### src/rtl/quaddac_pkg.sv
package quaddac_pkg;
    localparam int FRAME_W = 32;
    localparam int CODE_W  = 16;

    typedef enum logic [3:0] {
        CMD_LOAD = 4'b0011,
        CMD_PWDN = 4'b0100
    } cmd_e;

    typedef struct packed {
        logic [3:0]        pad_hi;
        logic [3:0]        cmd;
        logic [3:0]        addr;
        logic [CODE_W-1:0] data;
        logic [3:0]        pad_lo;
    } frame_t;

    typedef enum logic [1:0] {
        ST_WAIT_HIGH = 2'd0,
        ST_ARMED     = 2'd1,
        ST_SHIFT     = 2'd2,
        ST_HOLD      = 2'd3
    } rx_state_e;
endpackage

### src/rtl/quaddac_rx.sv
module quaddac_rx
    import quaddac_pkg::*;
(
    input  logic   clk,
    input  logic   rst_n,
    input  logic   ser_clk,
    input  logic   ser_sel_n,
    input  logic   ser_din,
    output logic   frame_vld,
    output frame_t frame
);
    localparam int CNT_W = $clog2(FRAME_W);
    localparam logic [CNT_W-1:0] LAST = CNT_W'(FRAME_W - 1);

    rx_state_e          state_q, state_d;
    logic [CNT_W-1:0]   cnt_q;
    logic [FRAME_W-1:0] sh_q;
    logic               sclk_q;
    logic               fall;
    logic               shift_en;
    logic               done;

    assign fall = sclk_q & ~ser_clk;

    always_comb begin
        state_d  = state_q;
        shift_en = 1'b0;
        done     = 1'b0;
        unique case (state_q)
            ST_WAIT_HIGH: if (ser_sel_n) state_d = ST_ARMED;
            ST_ARMED:     if (!ser_sel_n) state_d = ST_SHIFT;
            ST_SHIFT: begin
                if (ser_sel_n) begin
                    state_d = ST_ARMED;
                end else if (fall) begin
                    shift_en = 1'b1;
                    if (cnt_q == LAST) begin
                        done    = 1'b1;
                        state_d = ST_HOLD;
                    end
                end
            end
            ST_HOLD:      if (ser_sel_n) state_d = ST_ARMED;
        endcase
    end

    always_ff @(posedge clk or negedge rst_n) begin
        if (!rst_n) begin
            state_q <= ST_WAIT_HIGH;
        end else begin
            state_q <= state_d;
        end
    end

    always_ff @(posedge clk or negedge rst_n) begin
        if (!rst_n) begin
            sclk_q    <= 1'b1;
            cnt_q     <= '0;
            sh_q      <= '0;
            frame_vld <= 1'b0;
            frame     <= '0;
        end else begin
            sclk_q    <= ser_clk;
            frame_vld <= done;
            if (state_q != ST_SHIFT) begin
                cnt_q <= '0;
            end else if (shift_en) begin
                cnt_q <= cnt_q + 1'b1;
            end
            if (shift_en) begin
                sh_q <= {sh_q[FRAME_W-2:0], ser_din};
            end
            if (done) begin
                frame <= frame_t'({sh_q[FRAME_W-2:0], ser_din});
            end
        end
    end

    a_r3_single_pulse: assert property (@(posedge clk) disable iff (!rst_n)
        frame_vld |=> !frame_vld);
    a_r5_abort_no_exec: assert property (@(posedge clk) disable iff (!rst_n)
        (state_q == ST_SHIFT && ser_sel_n) |=> !frame_vld);
    a_r6_hold_quiet: assert property (@(posedge clk) disable iff (!rst_n)
        (state_q == ST_HOLD) |=> !frame_vld);
endmodule

### src/rtl/quaddac_regs.sv
module quaddac_regs
    import quaddac_pkg::*;
#(
    parameter int NCH       = 4,
    parameter bit RESET_MID = 1'b1
) (
    input  logic                         clk,
    input  logic                         rst_n,
    input  logic                         frame_vld,
    input  frame_t                       frame,
    output logic [NCH-1:0][CODE_W-1:0]   codes,
    output logic [NCH-1:0]               pd
);
    localparam logic [CODE_W-1:0] RST_CODE =
        RESET_MID ? (CODE_W'(1) << (CODE_W - 1)) : '0;

    logic is_load, is_pwdn;
    assign is_load = frame_vld && (frame.cmd == CMD_LOAD);
    assign is_pwdn = frame_vld && (frame.cmd == CMD_PWDN);

    for (genvar c = 0; c < NCH; c++) begin : g_ch
        always_ff @(posedge clk or negedge rst_n) begin
            if (!rst_n) begin
                codes[c] <= RST_CODE;
                pd[c]    <= 1'b0;
            end else begin
                if (is_load && frame.addr == 4'(c)) begin
                    codes[c] <= frame.data;
                end
                if (is_pwdn) begin
                    pd[c] <= frame.data[c];
                end
            end
        end

        a_r4_load: assert property (@(posedge clk) disable iff (!rst_n)
            (frame_vld && frame.cmd == CMD_LOAD && frame.addr == 4'(c))
            |=> codes[c] == $past(frame.data));
        a_r7_pwdn_keeps_code: assert property (@(posedge clk) disable iff (!rst_n)
            (frame_vld && frame.cmd == CMD_PWDN) |=> $stable(codes[c]));
    end
endmodule

### src/rtl/quaddac_seg.sv
module quaddac_seg
    import quaddac_pkg::*;
#(
    parameter int SEG_BITS = 4
) (
    input  logic [CODE_W-1:0]          code,
    input  logic                       pd,
    output logic [(1<<SEG_BITS)-2:0]   therm,
    output logic [CODE_W-SEG_BITS-1:0] ladder
);
    localparam int THERM_W  = (1 << SEG_BITS) - 1;
    localparam int LADDER_W = CODE_W - SEG_BITS;

    logic [SEG_BITS-1:0] top;
    assign top = code[CODE_W-1 -: SEG_BITS];

    for (genvar i = 0; i < THERM_W; i++) begin : g_line
        assign therm[i] = !pd && (top > SEG_BITS'(i));
    end

    assign ladder = pd ? '0 : code[LADDER_W-1:0];
endmodule

### src/rtl/quaddac_top.sv
module quaddac_top
    import quaddac_pkg::*;
#(
    parameter int NCH       = 4,
    parameter int SEG_BITS  = 4,
    parameter bit RESET_MID = 1'b1
) (
    input  logic                                   clk,
    input  logic                                   rst_n,
    input  logic                                   ser_clk,
    input  logic                                   ser_sel_n,
    input  logic                                   ser_din,
    output logic [NCH*((1<<SEG_BITS)-1)-1:0]       therm_lines,
    output logic [NCH*(CODE_W-SEG_BITS)-1:0]       ladder_lines,
    output logic [NCH-1:0]                         chan_pd
);
    localparam int THERM_W  = (1 << SEG_BITS) - 1;
    localparam int LADDER_W = CODE_W - SEG_BITS;

    logic                       frame_vld;
    frame_t                     frame;
    logic [NCH-1:0][CODE_W-1:0] codes;

    quaddac_rx u_rx (
        .clk       (clk),
        .rst_n     (rst_n),
        .ser_clk   (ser_clk),
        .ser_sel_n (ser_sel_n),
        .ser_din   (ser_din),
        .frame_vld (frame_vld),
        .frame     (frame)
    );

    quaddac_regs #(.NCH(NCH), .RESET_MID(RESET_MID)) u_regs (
        .clk       (clk),
        .rst_n     (rst_n),
        .frame_vld (frame_vld),
        .frame     (frame),
        .codes     (codes),
        .pd        (chan_pd)
    );

    for (genvar c = 0; c < NCH; c++) begin : g_seg
        logic [THERM_W-1:0]  th;
        logic [LADDER_W-1:0] ld;

        quaddac_seg #(.SEG_BITS(SEG_BITS)) u_seg (
            .code   (codes[c]),
            .pd     (chan_pd[c]),
            .therm  (th),
            .ladder (ld)
        );
        assign therm_lines[c*THERM_W +: THERM_W]    = th;
        assign ladder_lines[c*LADDER_W +: LADDER_W] = ld;

        a_r9_therm_shape: assert property (@(posedge clk) disable iff (!rst_n)
            $onehot0(th ^ (th >> 1)));
        a_r9_therm_count: assert property (@(posedge clk) disable iff (!rst_n)
            !chan_pd[c] |-> $countones(th) == int'(codes[c][CODE_W-1 -: SEG_BITS]));
        a_r11_pd_quiet: assert property (@(posedge clk) disable iff (!rst_n)
            chan_pd[c] |-> (th == '0 && ld == '0));
    end
endmodule

### config.mk
export PLATFORM = sky130hd
export DESIGN_NAME = quaddac_top
export DESIGN_NICKNAME = d
export VERILOG_FILES = /design/src/rtl/quaddac_pkg.sv /design/src/rtl/quaddac_rx.sv /design/src/rtl/quaddac_regs.sv /design/src/rtl/quaddac_seg.sv /design/src/rtl/quaddac_top.sv
export SDC_FILE = /design/constraint.sdc
export NUM_CORES = 1
export LEC_CHECK = 0
export BUFFER_PORTS_ARGS = -buffer_cell sky130_fd_sc_hd__buf_4
export CAP_MARGIN = 20
export CORE_MARGIN = 5
export CORE_UTILIZATION = 40
export DETAILED_ROUTE_END_ITERATION = 6
export GPL_ROUTABILITY_DRIVEN = 0
export GPL_TIMING_DRIVEN = 0
export PLACE_DENSITY_LB_ADDON = 0.2
export REMOVE_ABC_BUFFERS = 1
export SKIP_LAST_GASP = 1
export SYNTH_ARGS = -nofsm -noshare
export SYNTH_HDL_FRONTEND = slang
export SYNTH_SLANG_ARGS = --single-unit
### constraint.sdc
create_clock -name clk -period 2.3 [get_ports clk]
set_input_delay 0 -clock clk [delete_from_list [all_inputs] [get_ports clk]]
set_output_delay 0 -clock clk [all_outputs]
set_load 0.03 [all_outputs]
Word level (Yosys, flattened, before mapping):

Index checks and enable logic that the tools add are counted.

* reductions and logical operators: 75
* magnitude comparators: 60
* divide/modulo/power cells: 0
* shift operators: 0
* add/sub/neg operators: 1
* muxes and demuxes: 19
* equal/unequal tests: 14
* bitwise logic cells: 2
* $mul: 0

Operator list (number)
* 4-bit > comparator (second input constant): 28
* 1-bit logical AND: 66
* 4-bit by 3-bit > comparator with 1-bit output (second input constant): 16
* 12-bit two-way mux: 4
* 4-bit by 1-bit > comparator with 1-bit output (second input constant): 8
* 4-bit by 2-bit > comparator with 1-bit output (second input constant): 8
* 4-bit by 2-bit == test with 1-bit output (second input constant): 3
* 2-bit two-way mux: 5
* 5-bit two-way mux: 2
* 1-bit two-way mux: 7
* 3-bit by 2-bit inequality test with 1-bit output (second input constant): 2
* 2-bit one-hot mux with 3 select lines: 1
* 5-bit by 1-bit adder with 5-bit output (second input constant): 1
* 5-bit == test (second input constant): 1
* 2-bit == test (second input constant): 2
* 4-bit by 1-bit == test with 1-bit output (second input constant): 1
* 4-bit by 3-bit == test with 1-bit output (second input constant): 1
* 1-bit logical NOT: 4
* 4-bit logical NOT: 1
* 2-bit inequality test (second input constant): 2
* 4-bit AND reduction: 1
* 2-bit by 1-bit == test with 1-bit output (second input constant): 1
* 2-bit logical NOT: 1
* 2-bit by 1-bit inequality test with 1-bit output (second input constant): 1
* 4 further kinds: 4

* ROM bits: 0
* RAM bits: 0
* latch bits: 0
* memories kept: 0
* input port bits: 5
* output and inout bits: 112
* word-level logic and storage cells: 187
* register bits after elaboration: 128

Longest topological paths before layout:

* depth in word-level cells: 7
* mapped depth: 6
* gate-level depth less buffers: 6

By module:

From an unflattened synthesis, not the netlist that was laid out.

* cells, all modules: 493
* area, all modules: 6471.2 um2

Modules (own cells, without submodules)
* quaddac_rx: cells each 176, sequential area each 1803.0 um2, area each 2860.2 um2, times used 1
* quaddac_regs: cells each 149, sequential area each 1706.6 um2, area each 2705.1 um2, times used 1
* quaddac_seg: cells each 42, sequential area each 0.0 um2, area each 226.5 um2, times used 4

Least setup slack after synthesis:

Ideal clock, no wire load.

* kind: flip-flop to flip-flop
* start point: reg u_rx.cnt_q[0]
* end point: reg, netlist name u_rx.frame[10]
* stages on the path, launching flop included: 7
* required time: 2.175 ns
* buffers on the path: 1
* setup time: 0.125 ns
* clock period less this slack: 1.781 ns
* path slack: 0.519 ns
* arrival: 1.656 ns
* path through: dfrtp_1 -> ha_1 -> and3_1 -> ha_1 -> nand3_2 -> buf_2 -> mux2_2

* longest elaborated chain between the ends: 5

Ends and longest elaborated chain
* start, declared: RTL line quaddac_rx.sv:16 `logic [CNT_W-1:0] cnt_q;`
* start signal, assigned: RTL line quaddac_rx.sv:68 `cnt_q <= cnt_q + 1'b1;`
* 5-bit == test: RTL line quaddac_rx.sv:37 `if (cnt_q == LAST) begin`
* 1-bit two-way mux: RTL line quaddac_rx.sv:37
* 1-bit two-way mux: RTL line quaddac_rx.sv:35 `end else if (fall) begin`
* 1-bit two-way mux: RTL line quaddac_rx.sv:33 `if (ser_sel_n) begin`
* 1-bit two-way mux: RTL line quaddac_rx.sv:29 `unique case (state_q)`

Every way passes these cells.
A chain may end at the register's enable or synchronous reset.

Worst setup path in the final report:

* start point: reg u_rx.state_q[0]
* end point: reg u_rx.sh_q[4]

* longest elaborated chain between the ends: 2

Ends and longest elaborated chain
* start, declared: RTL line quaddac_rx.sv:15 `rx_state_e state_q, state_d;`
* start signal, assigned: RTL line quaddac_rx.sv:51 `state_q <= state_d;`
* 2-bit == test: RTL line quaddac_rx.sv:29
* 1-bit two-way mux: RTL line quaddac_rx.sv:29
* end signal, assigned: RTL line quaddac_rx.sv:71 `sh_q <= {sh_q[FRAME_W-2:0], ser_din};`
* end, declared: RTL line quaddac_rx.sv:17 `logic [FRAME_W-1:0] sh_q;`

Every way passes these cells.

==> reports/qor.csv <==
stage,metric,value,unit
outcome,status,"complete, no violations",
yosys,yosysSeqAreaShare,54.4,%
sta,finalHoldViolCount,0,
floorplan,die_area,17300,sq um
route,post-route-drc-count,0,
grt,grt_util_all_layers,15.5,%
route,first_pass_iters,4,
route,wl_per_cell,17.0,microns
grt,grt_pass1_wl,21800,microns
floorplan,chipHeight,131,microns
final_layout,fin_nets,586,
clocking,cts_num_sinks,128,
pwr,power.density,678,nW/um^2
worst_setup_path,critPathArrivalTime,2.43,ns
route,wirelength,13100,microns
clocking,cts-buffers-inserted,17,
pwr,p_sw_share,20.1,%
min_path,min_path_type,in -> async,
yosys,syn_area_per_cell,12.7,sq um
pwr,switchingPower,0.00102,W
final_layout,layout.cells.non_filler,773,
yosys,synth_area,5900,sq um
worst_setup_path,worst-setup-path-type,reg -> reg,
sta,fin_skew,0.00608,ns
clocking,clk_pin_slew,0.05,ns
clocking,htreeDepth,4,
run,cap_viol_max_count,0,
grt,gr-total-overflow,0,
grt,grt_max_degree,73,
placed_design,dpl.cell_count,738,
worst_setup_path,worst-endpoint-required,2.58,ns
floorplan,initial_core_util,40.7,%
final_layout,drive_above_1_share,47.5,%
worst_setup_path,start_kind,flip-flop,
final_layout,num-fill-cells,1305,
sta,slew_headroom,26.1,%
worst_setup_path,r2r_setup_slack,0.15,ns
yosys,synth.distinct_cells,42,
sta,drv_slew,0,
floorplan,ioPinCount,117,
clocking,clockBufferDepth,2,
sta,worstMarginPinSlew,1.11,ns
clocking,tritoncts,done,
placed_design,dp_hpwl,8830,microns
clocking,cts_root_buf,clkbuf_16,
final_layout,multi_input_area,2500,sq um
sta,finalCritPeriodShare,93.4,%
pwr,pwr-share-seq,45.3,%
yosys,yosysWarnings,0,
route,initialDrtViolationCount,128,
sta,setup_viol,0,
placed_design,portBuffers,116,
floorplan,die_x,131,microns
pwr,peakVddDrop,459,uV
final_layout,ff_latch_area,3210,sq um
route,via_per_inst,5.06,
route,drt-met1-wl,5860,microns
pwr,clockPowerShare,50.6,%
pwr,p_comb_share,4.1,%
grt,antenna_found_initial,0,
yosys,synthesis.instances,465,
route,dr.max_layer_used,met4,
sta,max_freq,465,MHz
floorplan,core_area,14500,sq um
route,drtAntennaViolNets,0,
final_layout,antenna_cells,0,
final_layout,layout_common_cells,"123 x dfrtp_1, 118 x mux2_2, 115 x buf_4, 54 x nor2b_1, 33 x nor2_1",
pwr,p_leak,3.91,nW
worst_setup_path,end_kind,flip-flop,
floorplan,core.rowCount,44,
sta,fin_ws,0.151,ns
worst_setup_path,timing.rr.start,u_rx.state_q[0],
yosys,synth-seq-cells,128,
route,wl_met3,693,microns
route,vias,3909,
worst_setup_path,critPathMaxFanout,27,
final_layout,final_common_cell,dfrtp_1,
placed_design,dp_slack,0.121,ns
clocking,insertion_delay,0.40,ns
route,met2_length,6380,microns
worst_setup_path,startpoint,u_rx.state_q[0],
pwr,p_int,0.00407,W
grt,grt_pass1_vias,4165,
sta,period_needed,2.15,ns
final_layout,syn2layout_area_growth,27.3,%
sta,rsz0062_at_grt,no,
[cells by family after synthesis]
family / Yosys count / synth area share (%)
buf+inv: 40 / 3.39
mux: 121 / 23.1
simple gates: 129 / 13.6
flops: 128 / 54.4
fa+ha+maj: 4 / 0.849
compound gates: 41 / 4.35
xor+xnor: 2 / 0.297
[synth_stat cells, drive strengths merged]
cell type,n,area share [%]
xnor2,2,0.30
o21ai,3,0.25
mux2,119,23
nand4bb,2,0.66
and3,5,0.53
a22oi,1,0.13
a2111oi,1,0.15
mux2i,2,0.34
ha,4,0.85
nor4bb,1,0.17
dfrtp,123,52
clkbuf,16,1.0
nand2b,1,0.11
nor4b,2,0.66
or3b,1,0.19
nand3,3,0.42
a31oi,2,0.21
and4bb,1,0.21
inv,11,0.70
or3,1,0.11
nand3b,1,0.13
nand4,1,0.21
nor3b,2,0.42
buf,13,1.7
dfstp,5,2.2
a21oi,21,1.8
and4b,1,0.17
o21a,5,0.64
a211o,1,0.15
nand2,9,0.57
nor2,34,2.3
o31a,7,1.0
nor2b,55,5.8
nor3,9,0.95
[layout make-up]
| class | instances | area share (%) |
|---|---|---|
| inverter | 11 | 0.550 |
| clock buffer | 26 | 6.65 |
| timing repair buffer | 122 | 12.7 |
| sequential | 128 | 42.7 |
| clock inverter | 5 | 1.03 |
| tap | 184 | 3.07 |
| multi-input combinational | 297 | 33.3 |
[timing repair]
action / 4_1_cts / 5_1_grt
hold endpoints to repair: 63 / 0
buffers inserted: 0 / 0
resized for setup: 0 / 2
hold buffers: 4 / 0
endpoints found under the setup margin: 0 / 2
[through the flow]
stage	TNS, ns	total power [W]	instance area (sq um)	hold slack [ns]	util [%]
after detailed placement	0	0.00255	6880	0.00669	47.5
after global placement	-0.461	0.00252	6840	0.146	47.2
final	0	0.00509	7510	0.134	51.9
after global routing	0	0.00530	7510	0.193	51.9
after floorplan	0	0.00246	5740	-0.296	-
after CTS	0	0.00516	7500	0.137	51.8
[layer usage]
metal	GRT usage (%)	up-vias
li1	-	1836
met1	19.8	1946
met2	25.0	106
met3	4.63	21
met4	5.66	0
met5	0	-
[power groups by stage]
stage               Sequential (W)  Clock [W]  Combinational, W
global placement           0.00234          0          0.000181
floorplan                  0.00234          0          0.000119
finish                     0.00231    0.00258          0.000207
CTS                        0.00231    0.00264          0.000210
global route               0.00231    0.00275          0.000241
detailed placement         0.00234          0          0.000206
[state kept, by name, indices dropped and copies added (netlist names)]
signal / count
u_regs.codes: 64
u_rx.frame: 24
u_rx.cnt_q: 5
u_rx.frame_vld: 1
u_rx.state_q: 2
u_rx.sh_q: 27
u_rx.sclk_q: 1
u_regs.pd: 4
[critical path, stage by stage (launching register included)]
cell and delay [ns]:
dfrtp_1 0.37, inv_1 0.08, ha_1 0.29, inv_1 0.19
nor2_4 0.67, mux2_2 0.42
[final timing paths]
path                                    end  depth (start not counted)
min in group clk                u_rx.sclk_q                          2
max                            u_rx.sh_q[4]                          5
max in group asynchronous     u_rx.sh_q[15]                          3
min                        u_regs.codes[32]                          2
max reg2reg                    u_rx.sh_q[4]                          5
min reg2reg                u_regs.codes[24]                          1
Note: power is estimated with default switching activity, not from simulation.
